File: src/rtl/lpm_pkg.sv
package lpm_pkg;
  typedef enum logic [1:0] {
    LS_U0 = 2'd0,
    LS_U1 = 2'd1,
    LS_U2 = 2'd2,
    LS_U3 = 2'd3
  } lstate_t;
endpackage

File: src/rtl/lpm_idle_timer.sv
// Counts consecutive idle edges while the link is active or in U1.
module lpm_idle_timer #(
  parameter int U1_THR = 64,
  parameter int U2_THR = 256
) (
  input  logic clk,
  input  logic rst_n,
  input  logic run,
  input  logic clr,
  input  logic traffic_pend,
  output logic hit_u1,
  output logic hit_u2
);
  localparam int TOP = (U1_THR > U2_THR) ? U1_THR : U2_THR;
  localparam int CW  = $clog2(TOP + 1);
  localparam logic [CW-1:0] TOP_V = CW'(TOP);
  localparam logic [CW-1:0] U1_V  = CW'(U1_THR - 1);
  localparam logic [CW-1:0] U2_V  = CW'(U2_THR - 1);

  logic [CW-1:0] cnt_q, cnt_d;
  logic          cnt_en;
  logic          idle;

  assign idle   = run && !traffic_pend;
  assign hit_u1 = idle && (cnt_q >= U1_V);
  assign hit_u2 = idle && (cnt_q >= U2_V);

  always_comb begin
    cnt_d  = cnt_q;
    cnt_en = 1'b0;
    if (clr || !idle) begin
      cnt_d  = '0;
      cnt_en = (cnt_q != '0);
    end else if (cnt_q != TOP_V) begin
      cnt_d  = cnt_q + 1'b1;
      cnt_en = 1'b1;
    end
  end

  always_ff @(posedge clk or negedge rst_n) begin
    if (!rst_n)      cnt_q <= '0;
    else if (cnt_en) cnt_q <= cnt_d;
  end
endmodule

File: src/rtl/lpm_exit_timer.sv
// Times the wake from a low-power state; the length depends on the state.
module lpm_exit_timer
  import lpm_pkg::*;
#(
  parameter int L_U1 = 8,
  parameter int L_U2 = 64,
  parameter int L_U3 = 4096
) (
  input  logic    clk,
  input  logic    rst_n,
  input  logic    start,
  input  lstate_t start_st,
  output logic    busy,
  output logic    done
);
  localparam int LMAX = (L_U3 > L_U2) ? ((L_U3 > L_U1) ? L_U3 : L_U1)
                                      : ((L_U2 > L_U1) ? L_U2 : L_U1);
  localparam int CW = $clog2(LMAX + 1);

  logic [CW-1:0] cnt_q, cnt_d, load_v;
  logic          busy_q, busy_d;
  logic          upd_en;

  always_comb begin
    unique case (start_st)
      LS_U1:   load_v = CW'(L_U1 - 1);
      LS_U2:   load_v = CW'(L_U2 - 1);
      default: load_v = CW'(L_U3 - 1);
    endcase
  end

  assign done = busy_q && (cnt_q == '0);
  assign busy = busy_q;

  always_comb begin
    cnt_d  = cnt_q;
    busy_d = busy_q;
    upd_en = start || busy_q;
    if (start && !busy_q) begin
      cnt_d  = load_v;
      busy_d = 1'b1;
    end else if (busy_q) begin
      if (cnt_q == '0) busy_d = 1'b0;
      else             cnt_d  = cnt_q - 1'b1;
    end
  end

  always_ff @(posedge clk or negedge rst_n) begin
    if (!rst_n) begin
      cnt_q  <= '0;
      busy_q <= 1'b0;
    end else if (upd_en) begin
      cnt_q  <= cnt_d;
      busy_q <= busy_d;
    end
  end
endmodule

File: src/rtl/lpm_partner_judge.sv
// Accept/reject decision for a low-power entry asked for by the link partner.
module lpm_partner_judge
  import lpm_pkg::*;
(
  input  lstate_t st,
  input  logic    busy,
  input  logic    req,
  input  logic    tgt_u2,
  input  logic    u1_en,
  input  logic    u2_en,
  input  logic    traffic_pend,
  input  logic    suspend,
  output logic    accept,
  output logic    reject
);
  logic settled, tgt_ok, grant;

  assign settled = (st == LS_U0) && !busy;
  assign tgt_ok  = tgt_u2 ? u2_en : u1_en;
  assign grant   = settled && !suspend && !traffic_pend && tgt_ok;
  assign accept  = req && grant;
  assign reject  = req && !grant;
endmodule

File: src/rtl/lpm_link_ctrl.sv
module lpm_link_ctrl
  import lpm_pkg::*;
#(
  parameter int IDLE_U1_CYC = 64,
  parameter int IDLE_U2_CYC = 256,
  parameter int EXIT_U1_CYC = 8,
  parameter int EXIT_U2_CYC = 64,
  parameter int EXIT_U3_CYC = 4096
) (
  input  logic       clk,
  input  logic       rst_n,
  input  logic       u1_en,
  input  logic       u2_en,
  input  logic       traffic_pend,
  input  logic       partner_req,
  input  logic       partner_tgt_u2,
  input  logic       partner_exit,
  input  logic       suspend_cmd,
  input  logic       resume_evt,
  output logic [1:0] link_state,
  output logic       exit_busy,
  output logic       entry_req,
  output logic       entry_req_u2,
  output logic       link_acc,
  output logic       link_rej
);
  lstate_t st_q, st_d;
  logic    st_en;
  logic    req_q, req_d, req_u2_q, req_u2_d;
  logic    acc_q, rej_q, acc_w, rej_w;
  logic    hit_u1, hit_u2, idle_run;
  logic    exit_start, exit_done, busy_w;

  assign idle_run = !busy_w && ((st_q == LS_U0) || (st_q == LS_U1));

  lpm_idle_timer #(
    .U1_THR(IDLE_U1_CYC),
    .U2_THR(IDLE_U2_CYC)
  ) i_idle (
    .clk          (clk),
    .rst_n        (rst_n),
    .run          (idle_run),
    .clr          (st_en),
    .traffic_pend (traffic_pend),
    .hit_u1       (hit_u1),
    .hit_u2       (hit_u2)
  );

  lpm_exit_timer #(
    .L_U1(EXIT_U1_CYC),
    .L_U2(EXIT_U2_CYC),
    .L_U3(EXIT_U3_CYC)
  ) i_exit (
    .clk      (clk),
    .rst_n    (rst_n),
    .start    (exit_start),
    .start_st (st_q),
    .busy     (busy_w),
    .done     (exit_done)
  );

  lpm_partner_judge i_judge (
    .st           (st_q),
    .busy         (busy_w),
    .req          (partner_req),
    .tgt_u2       (partner_tgt_u2),
    .u1_en        (u1_en),
    .u2_en        (u2_en),
    .traffic_pend (traffic_pend),
    .suspend      (suspend_cmd),
    .accept       (acc_w),
    .reject       (rej_w)
  );

  // Next-state logic: priority in U0 is suspend, then partner, then local idle.
  always_comb begin
    st_d       = st_q;
    req_d      = 1'b0;
    req_u2_d   = 1'b0;
    exit_start = 1'b0;
    if (exit_done) begin
      st_d = LS_U0;
    end else if (!busy_w) begin
      unique case (st_q)
        LS_U0: begin
          if (suspend_cmd) begin
            st_d = LS_U3;
          end else if (acc_w) begin
            st_d = partner_tgt_u2 ? LS_U2 : LS_U1;
          end else if (u1_en && hit_u1) begin
            st_d  = LS_U1;
            req_d = 1'b1;
          end else if (!u1_en && u2_en && hit_u2) begin
            st_d     = LS_U2;
            req_d    = 1'b1;
            req_u2_d = 1'b1;
          end
        end
        LS_U1: begin
          if (traffic_pend || partner_exit) begin
            exit_start = 1'b1;
          end else if (u2_en && hit_u2) begin
            st_d     = LS_U2;
            req_d    = 1'b1;
            req_u2_d = 1'b1;
          end
        end
        LS_U2: exit_start = traffic_pend || partner_exit;
        default: exit_start = resume_evt;
      endcase
    end
  end

  assign st_en = (st_d != st_q);

  always_ff @(posedge clk or negedge rst_n) begin
    if (!rst_n)     st_q <= LS_U0;
    else if (st_en) st_q <= st_d;
  end

  always_ff @(posedge clk or negedge rst_n) begin
    if (!rst_n) begin
      req_q    <= 1'b0;
      req_u2_q <= 1'b0;
      acc_q    <= 1'b0;
      rej_q    <= 1'b0;
    end else begin
      req_q    <= req_d;
      req_u2_q <= req_u2_d;
      acc_q    <= acc_w;
      rej_q    <= rej_w;
    end
  end

  assign link_state   = st_q;
  assign exit_busy    = busy_w;
  assign entry_req    = req_q;
  assign entry_req_u2 = req_u2_q;
  assign link_acc     = acc_q;
  assign link_rej     = rej_q;
endmodule

File: config.mk
export PLATFORM = sky130hd
export DESIGN_NAME = lpm_link_ctrl
export DESIGN_NICKNAME = d
export VERILOG_FILES = /design/src/rtl/lpm_pkg.sv /design/src/rtl/lpm_idle_timer.sv /design/src/rtl/lpm_exit_timer.sv /design/src/rtl/lpm_partner_judge.sv /design/src/rtl/lpm_link_ctrl.sv
export SDC_FILE = /design/constraint.sdc
export NUM_CORES = 1
export LEC_CHECK = 0
export BUFFER_PORTS_ARGS = -buffer_cell sky130_fd_sc_hd__buf_2
export CORE_MARGIN = 4
export CORE_UTILIZATION = 53
export CTS_CLUSTER_SIZE = 8
export DETAILED_ROUTE_END_ITERATION = 16
export GPL_ROUTABILITY_DRIVEN = 0
export PLACE_DENSITY = 0.77
export SYNTH_ARGS = -nofsm -noshare
export SYNTH_HDL_FRONTEND = slang
export SYNTH_SLANG_ARGS = --single-unit
File: constraint.sdc
create_clock -name clk -period 2.37 [get_ports clk]
set_input_delay 0.3555 -clock clk [delete_from_list [all_inputs] [get_ports clk]]
set_output_delay 0.3555 -clock clk [all_outputs]
set_load 0.02 [all_outputs]
# ---- Word level (Yosys, flattened, before mapping)
# Cells that the tools add are included.
dict set report classes {
  add_sub_neg 2
  n_mux 41
  n_lt_le_gt_ge 2
  reduce_logical 33
  eq_ne 5
}
# cell n
set ops {}
lappend ops {{$mux W13} 3}
lappend ops {{$pmux W12 S2} 1}
lappend ops {{$mux W1} 22}
lappend ops {{$mux W2} 9}
lappend ops {{$mux W9} 2}
lappend ops {{$logic_and A1 B1 Y1} 16}
lappend ops {{$logic_not A13 Y1} 1}
lappend ops {{$sub A13 B1 Y13 const B} 1}
lappend ops {{$add A9 B1 Y9 const B} 1}
lappend ops {{$ge A9 B6 Y1 const B} 1}
lappend ops {{$ge A9 B8 Y1 const B} 1}
lappend ops {{$ne A9 B9 Y1 const B} 1}
lappend ops {{$reduce_bool A9 Y1} 1}
lappend ops {{$logic_not A1 Y1} 6}
lappend ops {{$logic_or A1 B1 Y1} 4}
lappend ops {{$pmux W1 S2} 2}
lappend ops {{$pmux W2 S2} 1}
lappend ops {{$reduce_bool A2 Y1} 2}
lappend ops {{$pmux W1 S3} 1}
lappend ops {{$reduce_and A3 Y1} 1}
lappend ops {{$eq A2 B1 Y1 const B} 1}
lappend ops {{$eq A2 B2 Y1 const B} 1}
lappend ops {{$logic_not A2 Y1} 1}
lappend ops {{$ne A2 B2 Y1} 1}
lappend ops {{2 further kinds} 2}
dict set report word_totals {
  inputBits 10
  output_inout_bits 7
  regBits 29
  elab_cells 91
}

# ---- Longest topological paths before layout
# Gate-level depths: netlist (run 1).
dict set report depth {
  ltp_word 17
  ltp_mapped 11
  ltp_nobuf 11
}

# ---- By module
# From an unflattened synthesis (run 1), not the netlist that was laid out.
dict set report unflattened {
  cells_unflattened 204
  area_unflattened_um2 1961.9
}
# module instances cells_per_inst area_each_um2
set modules_own_cells {}
lappend modules_own_cells {lpm_exit_timer 1 93 917.1}
lappend modules_own_cells {lpm_idle_timer 1 62 560.5}
lappend modules_own_cells {lpm_link_ctrl 1 45 439.2}
lappend modules_own_cells {lpm_partner_judge 1 4 45.0}

# ---- Worst setup path after synthesis (run 1)
# Ideal clock, no wire load.
dict set report synth_path {
  path_type {register to register}
  start {reg st_q[1], in the netlist link_state[1]}
  end {reg i_idle.cnt_q[3]}
  setup_slack_ns 0.024
  n_path_buf 0
  arrival_ns 2.220
  period_less_slack_ns 2.346
  required_time_ns 2.244
  stages_incl_launch_ff 10
  path_cell_list {dfrtp_1 -> inv_1 -> ha_1 -> nor2_1 -> nor3_1 -> a311oi_1 -> o31a_1 -> o21ai_2 -> a21boi_0 -> nor2_1}
}
dict set report synth_via {
  elab_chain_len 17
  elab_cells_between_ends 31
  cone_classes {eq/ne: 2; mux: 11; reduce/logical: 18}
}
# item line
set synth_rtl {}
lappend synth_rtl {{start, declared} lpm_link_ctrl.sv:27} ;# lstate_t st_q, st_d;
lappend synth_rtl {{start signal, assigned} lpm_link_ctrl.sv:118} ;# else if (st_en) st_q <= st_d;
lappend synth_rtl {{$eq A2 B1 Y1 / $logic_not A2 Y1 (equally long branches)} {lpm_link_ctrl.sv:34, lpm_link_ctrl.sv:84, lpm_partner_judge.sv:18}}
lappend synth_rtl {{$logic_or A1 B1 Y1} lpm_link_ctrl.sv:34} ;# assign idle_run = !busy_w && ((st_q == LS_U0) || (st_q == LS_U1));
lappend synth_rtl {{$logic_and A1 B1 Y1} lpm_link_ctrl.sv:34}
lappend synth_rtl {{$logic_and A1 B1 Y1} lpm_idle_timer.sv:24} ;# assign idle = run && !traffic_pend;
lappend synth_rtl {{$logic_and A1 B1 Y1} lpm_idle_timer.sv:26} ;# assign hit_u2 = idle && (cnt_q >= U2_V);
lappend synth_rtl {{$logic_and A1 B1 Y1} lpm_link_ctrl.sv:93} ;# end else if (!u1_en && u2_en && hit_u2) begin
lappend synth_rtl {{$mux W2} lpm_link_ctrl.sv:93}
lappend synth_rtl {{$mux W2} lpm_link_ctrl.sv:90} ;# end else if (u1_en && hit_u1) begin
lappend synth_rtl {{$mux W2} lpm_link_ctrl.sv:88} ;# end else if (acc_w) begin
lappend synth_rtl {{$mux W2} lpm_link_ctrl.sv:86} ;# if (suspend_cmd) begin
lappend synth_rtl {{$pmux W2 S2} lpm_link_ctrl.sv:84} ;# unique case (st_q)
lappend synth_rtl {{$mux W2} lpm_link_ctrl.sv:83} ;# end else if (!busy_w) begin
lappend synth_rtl {{$mux W2} lpm_link_ctrl.sv:81} ;# if (exit_done) begin
lappend synth_rtl {{$ne A2 B2 Y1} lpm_link_ctrl.sv:114} ;# assign st_en = (st_d != st_q);
lappend synth_rtl {{$logic_or A1 B1 Y1 (*)} lpm_idle_timer.sv:31} ;# if (clr || !idle) begin
lappend synth_rtl {{$reduce_bool A2 Y1 (no source line) / $mux W1 (equally long branches)} --}
lappend synth_rtl {{$reduce_and A2 Y1 (no source line)} --}
lappend synth_rtl {{end signal, assigned} lpm_idle_timer.sv:42} ;# else if (cnt_en) cnt_q <= cnt_d;
lappend synth_rtl {{end, declared} lpm_idle_timer.sv:20} ;# logic [CW-1:0] cnt_q, cnt_d;
# Every way passes the cells marked *; elsewhere a longest branch is shown, timed or not.
# A chain may end at the register's enable or synchronous reset.

# ---- Worst setup path after layout (run 1)
dict set report layout_path {
  start {reg i_exit.cnt_q[1]}
  end {reg i_idle.cnt_q[1]}
}
dict set report layout_via {
  elab_chain_len 7
  elab_cells_between_ends 9
  cone_classes {eq/ne: 1; mux: 3; reduce/logical: 5}
}
# item line
set layout_rtl {}
lappend layout_rtl {{start, declared} lpm_exit_timer.sv:20} ;# logic [CW-1:0] cnt_q, cnt_d, load_v;
lappend layout_rtl {{start signal, assigned} lpm_exit_timer.sv:53} ;# cnt_q <= cnt_d;
lappend layout_rtl {{$logic_not A13 Y1 (*)} lpm_exit_timer.sv:32} ;# assign done = busy_q && (cnt_q == '0);
lappend layout_rtl {{$logic_and A1 B1 Y1 (*)} lpm_exit_timer.sv:32}
lappend layout_rtl {{$mux W2 (*)} lpm_link_ctrl.sv:81}
lappend layout_rtl {{$ne A2 B2 Y1 (*)} lpm_link_ctrl.sv:114}
lappend layout_rtl {{$logic_or A1 B1 Y1 (*)} lpm_idle_timer.sv:31}
lappend layout_rtl {{$reduce_bool A2 Y1 (no source line) / $mux W1 (equally long branches)} --}
lappend layout_rtl {{$reduce_and A2 Y1 (no source line)} --}
# Marks and branches as above.

==> results of run 1 <==
## layout make-up
cell class	count	area share, %
timing repair buffer	34	9.99
clock inverter	1	1.39
inverter	19	3.31
multi-input combinational	152	46.4
tap	44	2.56
sequential	29	33.8
clock buffer	7	2.56
## kinds of logic after synthesis
group                      after synthesis  share of synthesized area, %
DFF                                     29                          40.4
muxes                                    1                         0.628
and+or+nand+nor                         79                          24.1
buffers and inverters                   24                          5.58
xor gates and xnor gates                 8                          3.91
AOI/OAI and AO/OA                       57                          20.5
adders and majority gates                7                          4.88
## cells in the final DEF (no fill, tap or decap), drive strengths merged, types with 4 or more instances in the layout
master,n
nor2,28
a21oi,16
nor4,7
dfrtp,29
o21ai,17
ha,7
nand2,9
buf,34
clkbuf,7
inv,19
nor3,12
nand3,4
xnor2,6
## power by group through the flow
stage	Sequential, uW	Combinational, uW	Clock, uW
after floorplan	744	408	0
after global placement	734	614	0
after detailed placement	739	631	0
after CTS	729	634	434
after global routing	747	759	458
final	730	671	428
## state kept, by name, indices dropped and copies added (netlist names)
name and flops:
link_acc 1, link_state 2, entry_req_u2 1, i_exit.busy 1, i_idle.cnt_q 9, i_exit.cnt_q 13
link_rej 1, entry_req 1
## cells in the mapped netlist (2+ instances only)
library cell  number  area (um2)
a21oi_1           16        80.1
nand3_1            4        20.0
xor2_1             2        17.5
dfrtp_1           29         726
nand2_1            8        30.0
o2bb2ai_1          2        17.5
o21ai_0           15        75.1
and3_1             3        18.8
buf_2              2        10.0
a31oi_1            2        12.5
a221oi_1           2        17.5
nor3_1            11        55.1
nand2b_1           2        12.5
nor2_1            28         105
o21a_1             3        22.5
and4_1             2        17.5
xnor2_1            6        52.6
nor4_1             7        43.8
o22ai_1            3        18.8
nand4_1            2        12.5
ha_1               7        87.6
and2_1             3        18.8
clkbuf_1           2        7.51
inv_1             19        71.3
## per-stage QoR
| step | setup TNS (ps) | utilization (%) |
|---|---|---|
| 6_report | 0 | 68.3 |
| 5_1_grt | 0 | 68.3 |
| 4_1_cts | 0 | 67.2 |
| 3_5_place_dp | -8.90 | 64.3 |
| 3_3_place_gp | 0 | 64.3 |
| 2_1_floorplan | 0 | - |
## per-layer routing
| metal | part of all wire, % | wire length (um) |
|---|---|---|
| met5 | 0 | 0 |
| met3 | 5.2 | 217 |
| met4 | 1.9 | 78 |
| met1 | 47 | 1950 |
| met2 | 46 | 1900 |
## path summary, 6_finish.rpt
| path | endpoint | slack [ps] | from |
|---|---|---|---|
| worst max register to register | i_idle.cnt_q[1] | 110 | i_exit.cnt_q[1] |
| max in group asynchronous | i_idle.cnt_q[4] | 1870 | rst_n |
| worst min-delay path | i_idle.cnt_q[6] | 40 | rst_n |
| worst max-delay path | i_idle.cnt_q[1] | 110 | i_exit.cnt_q[1] |
| worst min register to register | i_exit.cnt_q[12] | 530 | i_exit.cnt_q[12] |
| min in group clk | link_rej | 250 | partner_req |
## what timing repair did
item                                    in CTS  in global routing
pin swaps                                    0                  4
gates resized for setup                      1                  9
endpoints found under the setup margin       3                 14
buffers inserted                             0                  1
## worst register-to-register path: stages (launching register included)
cell	delay, ps
dfrtp_1	390
inv_1	80
ha_2	180
or3b_4	380
nand3b_4	160
or3_4	380
a41oi_2	160
o21ai_2	120
nand2b_4	200
o2bb2ai_1	140
==> impl_summary.txt, run 1 <==
----------------------------------------------------
[Final layout]
  Sequential standard cell area ... 728 um2
  Share of final-layout standard cells stronger than drive strength 1 ... 24.8%
  N_diodes ... 0
  Number of filler instances in the final layout ... 251
  Filler-free cell count of the finished design ... ~290
  Multi-input logic area ... roughly 1000 um2
  Area grow syn2layout ... 20.0%
  Final-stage net count ... 258
  Total non-filler cell area in the finished layout ... about 2200 um2

[Worst setup path]
  Arrival @ worst endpoint ... around 2500 ps
  Crit path max-delay family ... simple AND/OR/NAND/NOR gates
  Slowest cell on the critical path ... dfrtp_1
  CP Max Fanout ... 6
  R2R depth ... 9
  Critical Path Sink Type ... register
  Buf+Inv Stages, Crit Path ... 1
  Category of the worst setup path launch point ... register
  Required @ worst endpoint ... between 2000 and 3000 ps
  Total number of cells along the worst setup path ... 9
  Cells along the critical path ... inv_1 > ha_2 > or3b_4 > nand3b_4 > or3_4 > a41oi_2 > o21ai_2 > nand2b_4 > o2bb2ai_1
  CP max stage delay ... 390 ps
  Setup CP Type ... register to register

[Die]
  Die area ... approximately 4400 um2
  Area of the core region ... ~3200 um2
  Effective utilization at floorplan ... a little under three fifths
  Floorplan row count ... 20
  Number of I/O pins ... 17
  Floorplan die height ... approximately 66 um
  Die X ... approximately 66 um

[Min path]
  Worst Hold Class ... primary input to async pin

[Global routing]
  Initial antenna violation count ... 0
  GR Layer Usage met3 ... 5.61%
  Busiest layer in global routing ... met2
  GR Overflow Total ... 0
  Maximum number of pins on one net before global-route repair ... 30
  All-layer global routing usage ... roughly a fifth
  Global routing usage on met1 ... 28.9%
  Via count of the first global-routing pass ... roughly 1500
  Wire length of the first global-routing pass ... between 6000 and 7000 um
  Met2 Resource Use GR ... about a third

[Drt]
  Routed Antenna Nets ... 0
  DR vias ... ~1700
  Aggregate routed wire length ... 4150 um
  DRC violation total after the first TritonRoute iteration ... approximately 120
  Routed wire length per instance ... 14.5 um
  Number of iterations in the first detailed-routing pass ... 4
  Post-route DRC violation count ... 0
  Per-cell via count in the routed design ... a little under 6

[STA]
  Highest achievable clock rate ... roughly 440 MHz
  Slew at the pin closest to its max-slew limit ... between 600 and 700 ps
  Finish-stage setup viols ... 0
  Max-slew violations ... 0
  Setup skew after layout ... about 11 ps
  Smallest setup slack after layout ... 114 ps
  Setup repair after global routing missed its margin ... no
  Final-layout worst hold slack ... around 40 ps
  Relative slew margins ... between 50% and 60%
  Share of the clock period used by the worst path after layout ... 95.2%
  Shortest clock period the worst path allows after layout ... between 2000 and 2500 ps
  Count of endpoints failing hold in the final timing report ... 0

[Run status]
  Run status ... finished clean

[Yosys]
  Number of synthesized register bits ... 29
  Count of distinct cell types in the synthesized netlist ... between 40 and 50
  Syn Area/Cell ... 8.75 um2
  Share of synthesized registers carrying an async set or reset ... between 90% and 100%
  Sequential-to-total area share from yosys stat ... 40.4%
  Count of yosys warnings during synthesis ... 0
  Number of enable-type register cells in the synthesized netlist ... 0
  Dominant synthesized flop cell ... dfrtp_1
  Post-Synthesis Cell Area ... between 1500 and 2000 um2
  Cells after Synth ... just over 200
  Syn_nets ... approximately 220

[Power and ir drop]
  Overall power after layout ... between 1500 and 2000 uW
  VDD IR-drop max ... between 0.5 and 0.6 mV
  Cell area power density ... 850 nW/um2
  Portion of total power attributed to combinational logic ... a little under two fifths
  Net Sw Frac ... about 36%
  Reg power frac ... approximately two fifths
  Leakage component of the power ... roughly 0.00095 uW
  Clk network pwr share ... a little under a quarter
  Switching power total ... approximately 660 uW
  Design internal power ... about 1200 uW

[CTS]
  Max Buffers Root-to-Sink ... 2
  Clock sink total ... 29
  Skew-Pair Late Insertion Delay ... 330 ps
  H-tree lvl count ... 2
  Hold buffer count at CTS ... 0
  Clock Root Buffer ... clkbuf_4
  TritonCTS Buffers ... 5
  CTS tree ... done
  Clock transition at the registers of the reported paths ... ~90 ps

[Placement]
  Count of buffers inserted at the top-level ports ... 16
  Placement-stage cell area ... between 2000 and 2500 um2
  Pre-CTS WS ... -8.90 ps
  Placed instance count ... ~280
  Post-detail-place hpwl ... ~3000 um

[Job]
  Max-cap violations ... 0

----------------------------------------------------
(Power assumes the default switching activity.)
==> run 2, diff against run 1 <==
- BUFFER_PORTS_ARGS: -buffer_cell sky130_fd_sc_hd__buf_2 -> unset
- CORE_UTILIZATION: 53 -> 56
- DONT_BUFFER_PORTS: unset -> 1
- PLACE_DENSITY: 0.77 -> 0.76
==> run 2 against run 1 <==
Worst hold slack better by 74 ps. Power fell by 4.1%. Fmax decreased by 2.4%. Via count is 4.1% lower. Sequential power barely moved. Setup slack got worse by 56 ps. Clock-buffer cell count unchanged. First-iteration DRC count up 4.9%. Clock power shrank 17%. Critical path depth fell by 1.
==> impl_summary.txt, run 2 (same netlist as run 1, synthesis figures left out) <==
----------------------------------------------------
[Worst setup path]
  Slowest cell on the critical path ... or4b_2
  Critical Path Sink Type ... register
  Setup slack of the worst register-to-register path ... slightly below 60 ps
  CP max stage delay ... a little under 600 ps
  Required @ worst endpoint ... between 2000 and 3000 ps
  Cells along the critical path ... buf_4 > inv_1 > ha_1 > or4b_2 > nor4_1 > nand2_1 > nand2b_4 > o2bb2ai_1
  Arrival @ worst endpoint ... roughly 2500 ps
  CP Max Fanout ... 6
  Setup CP Type ... register to register
  Category of the worst setup path launch point ... register

[Placement]
  Post-detail-place hpwl ... about 3000 um
  Placed instance count ... between 200 and 300
  Placement-stage cell area ... 1960 um2
  Count of buffers inserted at the top-level ports ... 0
  Pre-CTS WS ... ~2.5 ps

[Die]
  Area of the core region ... 3050 um2
  Floorplan die height ... 64.6 um
  Effective utilization at floorplan ... between 50% and 60%
  Die area ... 4170 um2
  Number of I/O pins ... 17
  Floorplan row count ... 20
  Die X ... between 60 and 70 um

[STA]
  Highest achievable clock rate ... ~430 MHz
  Relative slew margins ... between 60% and 70%
  Share of the clock period used by the worst path after layout ... 97.6%
  Finish-stage setup viols ... 0
  Setup skew after layout ... around 1.8 ps
  Final-layout worst hold slack ... around 110 ps
  Max-slew violations ... 0
  Slew at the pin closest to its max-slew limit ... about 560 ps
  Shortest clock period the worst path allows after layout ... about 2300 ps
  Smallest setup slack after layout ... 57.9 ps
  Count of endpoints failing hold in the final timing report ... 0

[Final layout]
  N_diodes ... 0
  Filler-free cell count of the finished design ... around 270
  Final-stage net count ... 246
  Total non-filler cell area in the finished layout ... 2130 um2
  Max reg flops ... 13
  Area grow syn2layout ... 18.7%
  Commonest cells after routing, fill and taps aside ... dfrtp_1, nor2_1, buf_4
  Number of filler instances in the final layout ... approximately 260
  Share of final-layout standard cells stronger than drive strength 1 ... between 20 and 25%
  Register with the highest flop count ... i_exit.cnt_q
  Most common cell after layout, fill and taps aside ... dfrtp_1

[CTS]
  Clock sink total ... 29
  Clock transition at the registers of the reported paths ... ~100 ps
  CTS tree ... done
  Skew-Pair Late Insertion Delay ... 330 ps
  Max Buffers Root-to-Sink ... 2
  Clock Root Buffer ... clkbuf_4
  H-tree lvl count ... 2
  TritonCTS Buffers ... 5

[Power and ir drop]
  Leakage component of the power ... approximately 0.00090 uW
  VDD IR-drop max ... 0.431 mV
  Overall power after layout ... 1750 uW
  Cell area power density ... around 820 nW/um2

[Global routing]
  Maximum number of pins on one net before global-route repair ... 30
  GR Overflow Total ... 0
  Initial antenna violation count ... 0
  Wire length of the first global-routing pass ... about 7000 um
  Via count of the first global-routing pass ... 1590
  All-layer global routing usage ... 21.8%

[Drt]
  Aggregate routed wire length ... approximately 4200 um
  Per-cell via count in the routed design ... a little under 6
  DRC violation total after the first TritonRoute iteration ... approximately 130
  Post-route DRC violation count ... 0
  Number of iterations in the first detailed-routing pass ... 4
  Routed wire length per instance ... around 15 um
  DR vias ... between 1500 and 2000
  Routed Antenna Nets ... 0

[Run status]
  Run status ... finished clean

[Job]
  Max-cap violations ... 0

[Min path]
  Worst Hold Class ... primary input to register

----------------------------------------------------
run 2: area by class of cell:
class                           count  area, um2  area share, %
Clock buffer                        7       65.1           3.06
Sequential cell                    29        727           34.1
Timing Repair Buffer               22        180           8.46
Inverter                           19       71.3           3.35
Multi-Input combinational cell    152       1030           48.2
Tap cell                           44       55.1           2.59
Clock inverter                      1       5.00          0.235
run 2: power by group:
group | internal [uW] | switching [uW]
clock | 172 | 185
sequential | 616 | 117
combinational | 309 | 356
run 2: what timing repair did:
item                                    4_1_cts  5_1_grt
gates resized for setup                       1       14
setup buffers                                 0        1
pin swaps                                     0        8
endpoints found under the setup margin        2       14
hold buffers                                  2        0
cloned                                        0        0
hold endpoints to repair                     29        0
run 2: per-stage QoR:
stage | utilization (%) | setup TNS, ps
after floorplan | - | 0
final | 69.8 | 0
after detailed placement | 64.3 | 0
after global routing | 69.8 | -90.5
after global placement | 64.3 | 0
after CTS | 67.7 | 0
run 2: per-layer routing:
metal | up-vias | wire length, um | GRT usage (%)
li1 | 786 | - | -
met1 | 767 | 1780 | 25.1
met2 | 48 | 2110 | 37.0
met3 | 7 | 218 | 5.55
met4 | 0 | 75 | 11.9
met5 | - | 0 | 0
run 2: final timing paths:
kind,startpoint,to,depth (start not counted)
setup / recovery,i_idle.cnt_q[0],i_idle.cnt_q[0],8
hold / removal,partner_req,link_rej,2
setup reg to reg,i_idle.cnt_q[0],i_idle.cnt_q[0],8
hold reg to reg,i_exit.cnt_q[11],i_exit.cnt_q[11],2
max in group asynchronous,rst_n,i_idle.cnt_q[3],2
min in group asynchronous,rst_n,i_exit.cnt_q[7],2
run 2: worst max-delay path: cells and delay by family, from the launching register on:
kind                       cells  cell delay (ps)
AOI/OAI and AO/OA              1               70
adders and majority gates      1              140
buffers and inverters          2              210
and+or+nand+nor                4             1380
DFF                            1              400
